[config.mk]
export PLATFORM = sky130hd
export DESIGN_NAME = seg_addr_gen
export DESIGN_NICKNAME = d
export VERILOG_FILES = /design/src/rtl/seg_addr_pkg.sv /design/src/rtl/seg_regfile.sv /design/src/rtl/seg_select.sv /design/src/rtl/phys_adder.sv /design/src/rtl/seg_addr_gen.sv
export SDC_FILE = /design/constraint.sdc
export NUM_CORES = 1
export LEC_CHECK = 0
export BUFFER_PORTS_ARGS = -buffer_cell sky130_fd_sc_hd__buf_4
export CAP_MARGIN = 20
export CORE_ASPECT_RATIO = 0.7
export CORE_MARGIN = 4
export CORE_UTILIZATION = 52
export DETAILED_ROUTE_END_ITERATION = 6
export PLACE_DENSITY = 0.77
export SYNTH_ARGS = -nofsm -noshare
export SYNTH_HDL_FRONTEND = slang
export SYNTH_HIERARCHICAL = 1
export SYNTH_SLANG_ARGS = --single-unit
[constraint.sdc]
create_clock -name clk -period 2.54 [get_ports clk]
set_input_delay 0.127 -clock clk [delete_from_list [all_inputs] [get_ports clk]]
set_output_delay 0.127 -clock clk [all_outputs]
set_load 0.02 [all_outputs]
[src/rtl/seg_addr_pkg.sv]
package seg_addr_pkg;

  typedef enum logic [1:0] {
    SEG_CODE  = 2'd0,
    SEG_DATA  = 2'd1,
    SEG_STACK = 2'd2,
    SEG_EXTRA = 2'd3
  } seg_id_e;

  typedef enum logic [1:0] {
    ACC_FETCH  = 2'd0,
    ACC_STACK  = 2'd1,
    ACC_DATA   = 2'd2,
    ACC_STRDST = 2'd3
  } acc_kind_e;

  localparam int unsigned NUM_SEG = 4;

endpackage

[src/rtl/seg_regfile.sv]
module seg_regfile
  import seg_addr_pkg::*;
#(
  parameter int unsigned SEG_W = 16
) (
  input  logic                           clk,
  input  logic                           rst_n,
  input  logic                           wr_en,
  input  seg_id_e                        wr_sel,
  input  logic [SEG_W-1:0]               wr_data,
  output logic [NUM_SEG-1:0][SEG_W-1:0]  seg_q
);

  for (genvar g = 0; g < NUM_SEG; g++) begin : g_seg
    logic             hit;
    logic [SEG_W-1:0] seg_d;

    always_comb begin
      hit   = wr_en && (wr_sel == seg_id_e'(g));
      seg_d = hit ? wr_data : seg_q[g];
    end

    always_ff @(posedge clk or negedge rst_n) begin
      if (!rst_n) seg_q[g] <= '0;
      else        seg_q[g] <= seg_d;
    end

    // a write stores the whole word
    a_r7_word_write: assert property (@(posedge clk) disable iff (!rst_n)
      (wr_en && wr_sel == seg_id_e'(g)) |=> (seg_q[g] == $past(wr_data)));

    // an unselected register keeps its value
    a_r7_no_stray_write: assert property (@(posedge clk) disable iff (!rst_n)
      !(wr_en && wr_sel == seg_id_e'(g)) |=> $stable(seg_q[g]));
  end

endmodule

[src/rtl/seg_select.sv]
module seg_select
  import seg_addr_pkg::*;
#(
  parameter int unsigned SEG_W = 16
) (
  input  acc_kind_e                      kind,
  input  logic                           ovr_valid,
  input  seg_id_e                        ovr_sel,
  input  logic [NUM_SEG-1:0][SEG_W-1:0]  seg_q,
  output seg_id_e                        sel_id,
  output logic [SEG_W-1:0]               seg_val
);

  seg_id_e dflt_id;

  always_comb begin
    unique case (kind)
      ACC_FETCH:  dflt_id = SEG_CODE;
      ACC_STACK:  dflt_id = SEG_STACK;
      ACC_DATA:   dflt_id = SEG_DATA;
      ACC_STRDST: dflt_id = SEG_EXTRA;
      default:    dflt_id = SEG_CODE;
    endcase
  end

  always_comb begin
    if (ovr_valid && (kind != ACC_FETCH)) sel_id = ovr_sel;
    else                                  sel_id = dflt_id;
    seg_val = seg_q[sel_id];
  end

  // fetches always resolve to the code segment
  always_comb begin
    a_r6_fetch_code: assert (kind != ACC_FETCH || sel_id == SEG_CODE);
  end

endmodule

[src/rtl/phys_adder.sv]
module phys_adder #(
  parameter int unsigned SEG_W = 16,
  parameter int unsigned OFF_W = 16,
  parameter int unsigned SHIFT = 4
) (
  input  logic                     clk,
  input  logic                     rst_n,
  input  logic                     req_valid,
  input  logic [SEG_W-1:0]         seg_val,
  input  logic [OFF_W-1:0]         offset,
  output logic [SEG_W+SHIFT-1:0]   addr_q,
  output logic                     valid_q
);

  localparam int unsigned ADDR_W = SEG_W + SHIFT;

  logic [ADDR_W-1:0] base_w;
  logic [ADDR_W-1:0] off_w;
  logic [ADDR_W-1:0] addr_d;
  logic              addr_en;

  always_comb begin
    base_w  = {seg_val, {SHIFT{1'b0}}};
    off_w   = ADDR_W'(offset);
    addr_d  = base_w + off_w;
    addr_en = req_valid;
  end

  always_ff @(posedge clk or negedge rst_n) begin
    if (!rst_n)       addr_q <= '0;
    else if (addr_en) addr_q <= addr_d;
  end

  always_ff @(posedge clk or negedge rst_n) begin
    if (!rst_n) valid_q <= 1'b0;
    else        valid_q <= req_valid;
  end

  // the low bits below the shift come straight from the offset
  a_r2_low_bits: assert property (@(posedge clk) disable iff (!rst_n)
    req_valid |=> (addr_q[SHIFT-1:0] == $past(offset[SHIFT-1:0])));

  // the address holds while idle
  a_r9_hold: assert property (@(posedge clk) disable iff (!rst_n)
    !req_valid |=> $stable(addr_q));

endmodule

[src/rtl/seg_addr_gen.sv]
module seg_addr_gen
  import seg_addr_pkg::*;
#(
  parameter int unsigned SEG_W = 16,
  parameter int unsigned OFF_W = 16,
  parameter int unsigned SHIFT = 4
) (
  input  logic                   clk,
  input  logic                   rst_n,
  input  logic                   seg_wr_en,
  input  logic [1:0]             seg_wr_sel,
  input  logic [SEG_W-1:0]       seg_wr_data,
  input  logic                   req_valid,
  input  logic [1:0]             req_kind,
  input  logic [OFF_W-1:0]       req_offset,
  input  logic                   ovr_valid,
  input  logic [1:0]             ovr_sel,
  output logic [SEG_W+SHIFT-1:0] addr_out,
  output logic                   addr_valid
);

  localparam int unsigned ADDR_W = SEG_W + SHIFT;

  logic [1:0] rst_sync_q;
  logic       rst_int_n;

  always_ff @(posedge clk or negedge rst_n) begin
    if (!rst_n) rst_sync_q <= 2'b00;
    else        rst_sync_q <= {rst_sync_q[0], 1'b1};
  end

  assign rst_int_n = rst_sync_q[1];

  logic [NUM_SEG-1:0][SEG_W-1:0] seg_q;
  seg_id_e                       sel_id;
  logic [SEG_W-1:0]              seg_val;
  logic [ADDR_W-1:0]             addr_q;
  logic                          valid_q;

  seg_regfile #(.SEG_W(SEG_W)) u_regs (
    .clk     (clk),
    .rst_n   (rst_int_n),
    .wr_en   (seg_wr_en),
    .wr_sel  (seg_id_e'(seg_wr_sel)),
    .wr_data (seg_wr_data),
    .seg_q   (seg_q)
  );

  seg_select #(.SEG_W(SEG_W)) u_sel (
    .kind      (acc_kind_e'(req_kind)),
    .ovr_valid (ovr_valid),
    .ovr_sel   (seg_id_e'(ovr_sel)),
    .seg_q     (seg_q),
    .sel_id    (sel_id),
    .seg_val   (seg_val)
  );

  phys_adder #(.SEG_W(SEG_W), .OFF_W(OFF_W), .SHIFT(SHIFT)) u_add (
    .clk       (clk),
    .rst_n     (rst_int_n),
    .req_valid (req_valid),
    .seg_val   (seg_val),
    .offset    (req_offset),
    .addr_q    (addr_q),
    .valid_q   (valid_q)
  );

  assign addr_out   = addr_q;
  assign addr_valid = valid_q;

  // valid follows each request by one cycle
  a_r8_valid_follows: assert property (@(posedge clk) disable iff (!rst_int_n)
    req_valid |=> addr_valid);

  // no valid without a request one cycle earlier
  a_r8_no_spurious: assert property (@(posedge clk) disable iff (!rst_int_n)
    !req_valid |=> !addr_valid);

endmodule

Word level (Yosys, flattened, before mapping) --
Index checks and enable logic that the tools add are counted.
Word-level totals: output and inout bits 21, flip-flop bits (word level) 87, input bits 43
Cells by class: muxes and demuxes 4, equality and inequality tests 6, $lt $le $gt $ge 1, add/subtract/negate cells 1, reduce and logical (&&, ||, !) cells 8
Operators by type and width (number):
- 16-bit binary-select mux with 2-bit select | 1
- 20-bit by 16-bit adder with 20-bit output | 1
- 16-bit two-way mux | 1
- 2-bit equality test, second input constant | 4
- 2-bit one-hot mux with 4 select lines | 1
- 1-bit logical AND | 5
- 2-bit by 1-bit equality test with 1-bit output, second input constant | 2
- 2-bit logical NOT | 2
- 2-bit by 3-bit less-than comparator with 1-bit output, second input constant | 1
- 2-bit two-way mux | 1
- 2-bit nonzero test | 1

Logic depth before layout (Yosys ltp) --
Gate-level depths: netlist of run 1.
depth in word-level cells 6, gate-level depth with buffers 14

By module --
The synthesis of run 1 kept the hierarchy.
Modules (own cells, without submodules):
- seg_regfile | times used 1, area an instance 2411.1 um2, cells an instance 136, seq. area each 1601.5 um2
- phys_adder | times used 1, area an instance 1400.1 um2, cells an instance 136, seq. area each 525.5 um2
- seg_select | times used 1, area an instance 735.7 um2, cells an instance 106, seq. area each 0.0 um2
- seg_addr_gen | times used 1, area an instance 53.8 um2, cells an instance 3, seq. area each 50.0 um2

Worst setup path after synthesis of run 1 --
Ideal clock, no wire load.
kind input to register, start point in ovr_valid, end point reg u_add.addr_q[14], slack -0.091 ns, cell stages on the path 11, setup time 0.125 ns, data arrival time 2.506 ns, buffers on the path 1, required time 2.415 ns, cell sequence a21o_1 clkbuf_1 a311oi_1 a32oi_1 fa_1 a211oi_2 o21bai_1 a21o_1 a311oi_2 xnor2_1 mux2_2
Between the ends: word-level cells in the longest chain between the ends 5
Ends and longest elaborated chain:
- from (decl) | RTL line seg_addr_gen.sv:16 | input logic ovr_valid,
- 1-bit logical AND | RTL line seg_select.sv:27 | if (ovr_valid && (kind != ACC_FETCH)) sel_id = ovr_sel;
- 2-bit two-way mux | RTL line seg_select.sv:27
- 16-bit binary-select mux with 2-bit select | RTL line seg_select.sv:29 | seg_val = seg_q[sel_id];
- 16-bit two-way mux (not written as such) | RTL line seg_select.sv:29
- net seg_val[1] | RTL line seg_addr_gen.sv:36 | logic [SEG_W-1:0] seg_val;
- 20-bit by 16-bit adder with 20-bit output | RTL line phys_adder.sv:25 | addr_d = base_w + off_w;
- to (signal assigned) | RTL line phys_adder.sv:31 | else if (addr_en) addr_q <= addr_d;
- to (decl) | RTL line phys_adder.sv:11 | output logic [SEG_W+SHIFT-1:0] addr_q,
The timed path passes the listed nets, and every way through them passes these cells. The select of a mux whose other input is x is not followed. A chain may end at the register's enable or synchronous reset.

Worst setup path after layout of run 1 --
start point reg u_regs/seg_q[48] (netlist name), end point reg u_add.addr_q[12]
Between the ends: word-level cells in the longest chain between the ends 3
Ends and longest elaborated chain:
- from (decl) | RTL line seg_regfile.sv:11 | output logic [NUM_SEG-1:0][SEG_W-1:0] seg_q
- from (signal, indexed assignment) | RTL line seg_regfile.sv:25 | else seg_q[g] <= seg_d;
- 16-bit binary-select mux with 2-bit select | RTL line seg_select.sv:29
- 16-bit two-way mux (not written as such) | RTL line seg_select.sv:29
- net seg_val[0] | RTL line seg_addr_gen.sv:36
- 20-bit by 16-bit adder with 20-bit output | RTL line phys_adder.sv:25
The timed path passes the listed nets, and every way through them passes these cells. The select of a mux whose other input is x is not followed.

==> results by group, run 1 <==
Timing
  • Final setup fails: 4
  • PnR worst setup slack: -92.5 ps
  • RSZ-0062 raised after global routing: yes
  • Clock Skew: 6.39 ps
  • Fin crit period: 2630 ps
  • Final Max Tran Viols: 0
  • Fmax: 380 MHz
  • Final hold vios: 0
  • Worst relative slew slack: 61.8%
  • Worst-Margin Slew: 569 ps
  • Final period utilization: 104%

Power and ir drop
  • Maximum vdd ir drop: 0.000487 V
  • Leak pwr: 0.00257 uW
  • Power per Cell Area: 804 nW/um^2

Run status
  • Failing checks: negative setup slack
  • Status: complete, but fails checks

Floorplanning
  • Core area: 8510 sq um
  • Number of I/O pins: 64
  • Die W: 120 um
  • Initial Util: 54.0%
  • Row Count: 28
  • Die Area: 10400 sq um
  • Die Y: 86.6 um

Detailed routing
  • Antenna-violating nets left: 0
  • Pre-antenna DRT Iters: 5
  • Vias per inst: 6.01
  • DRC errors left: 0
  • Final wirelength: 11800 um
  • Routed vias: 3683
  • Initial drt markers: 275
  • DR WL/cell: 19.2 um

Setup path
  • Critical Path AT: 2860 ps
  • Worst setup EP type: flop
  • Worst-path fanout max: 2
  • Startpoint types: flop
  • Setup CP Type: flop to flop
  • Crit path required time: 2760 ps

Synthesis
  • Mapped cell area: 4590 sq um
  • YS warnings: 6
  • Net Count, Synth: 435
  • Syn Inst Count: 379
  • Syn_area_per_cell: 12.1 sq um

Placed design
  • Placed Cells: 592
  • Dpl hpwl: 8500 um
  • RD Place Congestion: 0.887
  • Port bufs: 63
  • Placed cell area: 5540 sq um
  • DP Worst Slack: -299 ps

Final layout
  • Fin util: 69.4%
  • Commonest cells after routing, fill and taps aside: buf_4, dfrtp_1, mux2_2, o21ai_0, nand3_1
  • Final instance area: 5910 sq um
  • Ratio of cells with drive above 1 in the final layout: 49.3%
  • Fin cells: 613
  • Fill count: 663
  • Inserted Diodes: 0
  • Most common cell after layout, fill and taps aside: buf_4
  • Layout Area Growth over Synthesis: 28.7%
  • Total Nets Final: 544

Clocking
  • Clock Tree Buf Depth: 2
  • TritonCTS clock tree: built
  • Clock slew at reported path FFs: 60 ps
  • Root buf cell: clkbuf_16
  • CTS buffer count: 9
  • Sink Count: 87
  • Clk_lat worst skew: 340 ps
  • H-tree depth: 3

Global routing
  • Vias in the first global route: 3751
  • GRT Overall Usage: 23.7%
  • Largest net degree at the start of global routing: 45
  • Remaining Overflow, GRT: 0
  • First-pass GRT wire length: 19400 um
  • Antenna violations before repair: 0

Job
  • Total of max-cap violations: 0

Min path
  • Hold crit path type: input port to flop
[worst max-delay path, cell delays in order (launching register included)]
cell	delay, ps
dfrtp_1	400
a311oi_2	220
a32oi_1	110
ha_2	210
fa_2	360
a211oi_2	290
o21bai_2	120
a211o_1	330
a31oi_2	150
xnor2_1	80
mux2_2	250
[repair_timing]
action / CTS / global route
endpoints found under the setup margin: 4 / 10
hold buffers: 1 / 0
endpoints found under the hold margin: 2 / 0
buffers inserted: 3 / 1
pin swaps: 7 / 2
resized for setup: 3 / 8
[area by class of cell]
class,instances,area [sq um],share of cell area [%]
multi-input combinational,263,2320,39.2
sequential,87,2180,36.9
timing repair buffer,125,966,16.3
clock buffer,14,274,4.64
tap,120,150,2.54
clock inverter,2,15.0,0.254
inverter,2,7.51,0.127
[through the flow]
stage          hold slack [ps]  total power (uW)  setup TNS, ps
2_1_floorplan             -169              2790              0
3_3_place_gp             -89.9              3360          -1300
3_5_place_dp             -87.7              3440          -1950
4_1_cts                   13.6              4730          -55.6
5_1_grt                   19.8              5010           -697
6_report                  23.3              4750           -212
[flip-flops by register name (all words and copies together), names as in the netlist]
signal,cells
u_add/addr_q,20
u_regs/seg_q,64
rst_sync_q,2
u_add/valid_q,1
[per-layer routing]
layer  track usage, %  wire length [um]
met1             33.3              5280
met2             37.5              5580
met3             5.74               764
met4             5.86               157
met5                0                 0
[worst paths after layout]
kind,depth (start not counted),slack (ps),to,start
max in group asynchronous,1,1580,u_regs/seg_q[43]$_DFFE_PN0P_,rst_sync_q[1]$_DFF_PN0_
max,10,-90,u_add/addr_q[12]$_DFFE_PN0P_,u_regs/seg_q[48]$_DFFE_PN0P_
max reg2reg,10,-90,u_add/addr_q[12]$_DFFE_PN0P_,u_regs/seg_q[48]$_DFFE_PN0P_
min,2,20,u_add/addr_q[2]$_DFFE_PN0P_,req_offset[2]
min in group asynchronous,2,110,rst_sync_q[1]$_DFF_PN0_,rst_n
min reg2reg,0,340,u_add/addr_q[0]$_DFFE_PN0P_,rst_sync_q[1]$_DFF_PN0_
[power breakdown]
part | switching (uW) | internal [uW] | total [uW]
sequential | 186 | 1690 | 1880
combinational | 773 | 837 | 1610
clock | 514 | 744 | 1260
No activity file was read; power rests on OpenSTA's default activity.
==> run 2: changes to the inputs <==
- CORE_UTILIZATION: 52 -> 55
- PLACE_DENSITY: 0.77 -> 0.78
- RECOVER_POWER: unset -> 50
- clock period: 2.54 -> 2.51 ns (I/O delays scaled with it)
==> results by group, run 2 (synthesis gave the netlist of run 1 again) <==
Run status
  • Status: complete, but fails checks (unchanged)
  • Failing checks: negative setup slack (unchanged)

Job
  • Total of max-cap violations: 0 (unchanged)

Floorplanning
  • Core area: 8010 sq um (was 8510 sq um)
  • Die W: 117 um (was 120 um)
  • Row Count: 27 (was 28)
  • Number of I/O pins: 64 (unchanged)
  • Initial Util: 57.4% (was 54.0%)
  • Die Area: 9900 sq um (was 10400 sq um)
  • Die Y: 84.5 um (was 86.6 um)

Timing
  • PnR worst setup slack: -189 ps (was -92.5 ps)
  • RSZ-0062 raised after global routing: yes (unchanged)
  • Setup_tns: -661 ps (was -212 ps)
  • Final hold vios: 0 (unchanged)
  • Fmax: 370 MHz (was 380 MHz)
  • Final setup fails: 6 (was 4)
  • Final Max Tran Viols: 0 (unchanged)
  • Clock Skew: 6.53 ps (was 6.39 ps)
  • Fin crit period: 2700 ps (was 2630 ps)
  • Worst-Margin Slew: 1280 ps (was 569 ps)
  • Worst relative slew slack: 14.5% (was 61.8%)
  • Final period utilization: 108% (was 104%)

Power and ir drop
  • Leak pwr: 0.00252 uW (was 0.00257 uW)
  • Power per Cell Area: 852 nW/um^2 (was 804 nW/um^2)
  • Power Total: 4960 uW (was 4750 uW)
  • Maximum vdd ir drop: 0.000530 V (was 0.000487 V)

Setup path
  • Crit path required time: 2740 ps (was 2760 ps)
  • Startpoint types: flop (unchanged)
  • Setup CP Type: flop to flop (unchanged)
  • Flop2flop setup slack: -190 ps (was -90 ps)
  • Critical Path AT: 2930 ps (was 2860 ps)
  • Worst setup EP type: flop (unchanged)
  • Worst-path fanout max: 3 (was 2)

Detailed routing
  • Final wirelength: 11500 um (was 11800 um)
  • Antenna-violating nets left: 0 (unchanged)
  • Routed vias: 3648 (was 3683)
  • DR WL/cell: 19.8 um (was 19.2 um)
  • Initial drt markers: 261 (was 275)
  • Pre-antenna DRT Iters: 4 (was 5)
  • DRC errors left: 0 (unchanged)
  • Vias per inst: 6.28 (was 6.01)

Clocking
  • Clock slew at reported path FFs: 60 ps (about the same)
  • Root buf cell: clkbuf_16 (unchanged)
  • Sink Count: 87 (unchanged)
  • Clock Tree Buf Depth: 2 (unchanged)
  • CTS buffer count: 9 (unchanged)
  • TritonCTS clock tree: built (unchanged)
  • Clk_lat worst skew: 340 ps (about the same)
  • H-tree depth: 3 (unchanged)

Final layout
  • Max reg flops: 64 (unchanged)
  • Top Registers: u_regs/seg_q x64, u_add/addr_q x20, rst_sync_q x2 (unchanged)
  • Most common cell after layout, fill and taps aside: buf_4 (unchanged)
  • Final instance area: 5830 sq um (was 5910 sq um)
  • Fin cells: 581 (was 613)
  • Fill count: 585 (was 663)
  • Layout Area Growth over Synthesis: 26.9% (was 28.7%)
  • Largest Register: u_regs/seg_q (unchanged)
  • Inserted Diodes: 0 (unchanged)
  • Ratio of cells with drive above 1 in the final layout: 45.8% (was 49.3%)
  • Multi-input gate area: 2310 sq um (was 2320 sq um)
  • FF+latch area: 2180 sq um (about the same)
  • Commonest cells after routing, fill and taps aside: buf_4, dfrtp_1, mux2_2, o21ai_0, nand3_1 (unchanged)
  • Total Nets Final: 531 (was 544)

Placed design
  • Placed cell area: 5460 sq um (was 5540 sq um)
  • DP Worst Slack: -357 ps (was -299 ps)
  • Placed Cells: 561 (was 592)
  • Port bufs: 63 (unchanged)
  • RD Place Congestion: 0.883 (was 0.887)
  • Dpl hpwl: 8150 um (was 8500 um)

Global routing
  • Antenna violations before repair: 0 (unchanged)
  • GRT Overall Usage: 24.3% (was 23.7%)
  • Remaining Overflow, GRT: 0 (unchanged)
  • First-pass GRT wire length: 18600 um (was 19400 um)
  • Largest net degree at the start of global routing: 57 (was 45)
  • Vias in the first global route: 3719 (was 3751)

Min path
  • Hold crit path type: input port to flop (unchanged)
-- run 2: metrics by stage --
stage	hold WS, ps	utilization [%]
2_1_floorplan	-170	-
3_3_place_gp	-92.2	68.2
3_5_place_dp	-91.3	68.2
4_1_cts	10.7	73.0
5_1_grt	15.0	72.8
6_report	18.4	72.8
-- run 2: path summary, 6_finish.rpt --
check / startpoint / endpoint / cells past startpoint
hold reg to reg: rst_sync_q[0]$_DFF_PN0_ / rst_sync_q[1]$_DFF_PN0_ / 0
max in group asynchronous: rst_sync_q[1]$_DFF_PN0_ / u_regs/seg_q[45]$_DFFE_PN0P_ / 1
hold / removal: req_offset[0] / u_add/addr_q[0]$_DFFE_PN0P_ / 2
setup / recovery: u_regs/seg_q[48]$_DFFE_PN0P_ / u_add/addr_q[14]$_DFFE_PN0P_ / 10
min in group asynchronous: rst_n / rst_sync_q[0]$_DFF_PN0_ / 2
setup reg to reg: u_regs/seg_q[48]$_DFFE_PN0P_ / u_add/addr_q[14]$_DFFE_PN0P_ / 10
-- run 2: worst max-delay path: stages, from the launching register on --
cell and delay, ps:
dfrtp_1 410, a311oi_2 300, a32oi_1 110, ha_2 210
fa_2 360, a211oi_2 220, o21bai_1 130, a21o_1 240
a311oi_2 250, xnor2_1 110, mux2_4 260
-- run 2: power breakdown --
group	internal, uW	leakage [uW]	switching (uW)
registers	1710	0.00103	188
clock network	952	0.000166	521
logic	818	0.00133	769
-- run 2: area by class of cell --
type / instances / share of cell area, %
Sequential cell: 87 / 37.4
Multi-Input combinational cell: 263 / 39.6
Clock inverter: 3 / 1.12
Tap cell: 101 / 2.17
Clock buffer: 13 / 4.64
Inverter: 2 / 0.129
Timing Repair Buffer: 112 / 14.9
-- run 2: metal layers --
metal,part of all wire (%),wire (um),track usage [%],vias up
met5,0,0,0,-
met2,49,5640,38.9,107
met3,5.2,599,6.84,18
met4,1.8,208,8.02,0
met1,44,5040,31.9,1873
li1,-,-,-,1650
-- run 2: repair_timing --
item / 4_1_cts / 5_1_grt
endpoints found under the setup margin: 5 / 9
buffers inserted: 2 / 1
hold buffers: 1 / 0
cloned: 0 / 0
pin swaps: 5 / 5
hold endpoints to repair: 2 / 0
gates resized for setup: 5 / 11
==> run 3: changes to the inputs <==
==> constraint.sdc (replaced) <==
create_clock -name clk -period 3 [get_ports clk]
set_input_delay 0.6 -clock clk [delete_from_list [all_inputs] [get_ports clk]]
set_output_delay 0.6 -clock clk [all_outputs]
set_load 0.02 [all_outputs]
==> results by group, run 3 (synthesis gave the netlist of run 1 again) <==
Detailed routing
  • Routed vias: 3631 (was 3648)
  • Pre-antenna DRT Iters: 5 (was 4)
  • Vias per inst: 6.19 (was 6.28)
  • DR WL/cell: 19.3 um (was 19.8 um)
  • Final wirelength: 11300 um (was 11500 um)
  • Antenna-violating nets left: 0 (unchanged)
  • Initial drt markers: 260 (was 261)
  • DRC errors left: 0 (unchanged)

Setup path
  • Setup CP Type: input port to flop (was flop to flop)
  • Crit path launch: ovr_valid (was u_regs/seg_q[48]$_DFFE_PN0P_)
  • Critical Path AT: 3180 ps (was 2930 ps)
  • Crit path required time: 3230 ps (was 2740 ps)
  • Startpoint types: input port (was flop)
  • FF-to-FF Start: u_regs/seg_q[48]$_DFFE_PN0P_ (unchanged)
  • Worst-path fanout max: 9 (was 3)
  • Worst setup EP type: flop (unchanged)

Final layout
  • Most common cell after layout, fill and taps aside: buf_4 (unchanged)
  • Total Nets Final: 537 (was 531)
  • Ratio of cells with drive above 1 in the final layout: 48.1% (was 45.8%)
  • Layout Area Growth over Synthesis: 27.5% (was 26.9%)
  • Final instance area: 5850 sq um (was 5830 sq um)
  • Largest Register: u_regs/seg_q (unchanged)
  • Inserted Diodes: 0 (unchanged)
  • Top Registers: u_regs/seg_q x64, u_add/addr_q x20, rst_sync_q x2 (unchanged)
  • Fill count: 574 (was 585)
  • Commonest cells after routing, fill and taps aside: buf_4, dfrtp_1, mux2_2, o21ai_0, nand3_1 (unchanged)
  • Max reg flops: 64 (unchanged)
  • Fin util: 73.1% (was 72.8%)

Global routing
  • First-pass GRT wire length: 18900 um (was 18600 um)
  • Remaining Overflow, GRT: 0 (unchanged)
  • Largest net degree at the start of global routing: 86 (was 57)
  • Antenna violations before repair: 0 (unchanged)
  • Vias in the first global route: 3767 (was 3719)
  • GRT Overall Usage: 24.6% (was 24.3%)

Timing
  • Final period utilization: 98.5%
  • Clock Skew: 6.94 ps (was 6.53 ps)
  • Final setup fails: 0 (was 6)
  • Worst-Margin Slew: 1360 ps (was 1280 ps)
  • RSZ-0062 raised after global routing: yes (unchanged)
  • Final Max Tran Viols: 0 (unchanged)
  • Fmax: 338 MHz
  • Final hold vios: 0 (unchanged)
  • Fin crit period: 2950 ps
  • Worst relative slew slack: 9.42% (was 14.5%)
  • PnR worst setup slack: 45.5 ps (was -189 ps)

Floorplanning
  • Number of I/O pins: 64 (unchanged)
  • Die Area: 9900 sq um (unchanged)
  • Die Y: 84.5 um (unchanged)
  • Row Count: 27 (unchanged)
  • Core area: 8010 sq um (unchanged)
  • Initial Util: 57.4% (unchanged)
  • Die W: 117 um (unchanged)

Clocking
  • Clock Tree Buf Depth: 2 (unchanged)
  • Root buf cell: clkbuf_16 (unchanged)
  • Clk_lat worst skew: 340 ps (about the same)
  • H-tree depth: 3 (unchanged)
  • Clock slew at reported path FFs: 60 ps (about the same)
  • Sink Count: 87 (unchanged)
  • CTS buffer count: 9 (unchanged)
  • TritonCTS clock tree: built (unchanged)

Min path
  • Hold crit path type: input port to asynchronous set/reset pin (was input port to flop)

Run status
  • Status: complete, no violations (was complete, but fails checks)

Power and ir drop
  • Internal: 2910 uW (was 3480 uW)
  • Maximum vdd ir drop: 0.000538 V (was 0.000530 V)
  • Comb pwr share: 32.4% (was 32.0%)
  • Switch share: 29.9% (was 29.8%)
  • Clock share of power: 29.2% (was 29.7%)
  • Leak pwr: 0.00256 uW (was 0.00252 uW)
  • Reg power frac: 38.4% (was 38.3%)
  • Psw: 1240 uW (was 1480 uW)
  • Power per Cell Area: 708 nW/um^2 (was 852 nW/um^2)

Placed design
  • Dpl hpwl: 8310 um (was 8150 um)
  • RD Place Congestion: 0.897 (was 0.883)
  • DP Worst Slack: -401 ps (was -357 ps)
  • Port bufs: 63 (unchanged)
  • Placed cell area: 5480 sq um (was 5460 sq um)

Job
  • Total of max-cap violations: 0 (unchanged)
run 3: changes by cell type in the layout (fill, tap and decap cells not counted), sizes merged:
| cell | before | now |
|---|---|---|
| dlygate4sd3 | 1 | 0 |
| clkbuf | 22 | 16 |
| buf | 102 | 115 |
run 3: routing by layer:
layer	wire, um	up-vias	GRT usage [%]
met5	0	-	0
met2	5600	106	38.2
met1	4920	1831	33.1
met3	545	30	6.70
li1	-	1664	-
met4	259	0	8.96
run 3: layout make-up:
class	instances	area [sq um]	area share (%)
Clock inverter	3	65.1	1.11
Timing Repair Buffer	118	901	15.4
Inverter	2	7.51	0.128
Multi-Input combinational cell	263	2320	39.6
Clock buffer	13	260	4.45
Tap cell	101	126	2.16
Sequential cell	87	2180	37.2
run 3: stage by stage:
stage,instances,power (uW),hold WS (ps),setup TNS (ps)
global route,587,4370,18.8,-32.9
finish,587,4150,31.3,0
global placement,568,2850,339,-1220
floorplan,379,2360,304,-5.89
CTS,584,4150,17.3,0
detailed placement,568,2920,344,-2450
run 3: path summary, 6_finish.rpt:
path,to,cells past startpoint,slack (ps)
min in group clk,rst_sync_q[1]$_DFF_PN0_,0,360
hold / removal,rst_sync_q[0]$_DFF_PN0_,1,30
hold reg to reg,rst_sync_q[1]$_DFF_PN0_,0,360
setup / recovery,u_add/addr_q[14]$_DFFE_PN0P_,12,50
setup reg to reg,u_add/addr_q[14]$_DFFE_PN0P_,10,230
max in group asynchronous,u_regs/seg_q[55]$_DFFE_PN0P_,1,550
run 3: power groups by stage:
stage / Combinational, uW / Clock, uW / Sequential, uW
after floorplan: 673 / 0 / 1690
after global placement: 1240 / 0 / 1610
after detailed placement: 1290 / 0 / 1630
after CTS: 1310 / 1230 / 1610
after global routing: 1450 / 1300 / 1620
final: 1340 / 1210 / 1590
run 3: repair_timing:
| item | 4_1_cts | 5_1_grt |
|---|---|---|
| hold buffers | 0 | 0 |
| gates resized for setup | 4 | 9 |
| pin swaps | 2 | 6 |
| endpoints found under the setup margin | 2 | 7 |
| cloned | 0 | 0 |
| setup buffers | 0 | 2 |
run 3: worst max-delay path, cell delays in order:
cell      delay, ps
buf_4           140
a21o_1          210
buf_4           180
a311oi_1        250
a32oi_1          90
ha_1            380
a211oi_4        290
o21bai_2        120
a21o_1          220
a311oi_2        320
xnor2_1         100
mux2_2          270
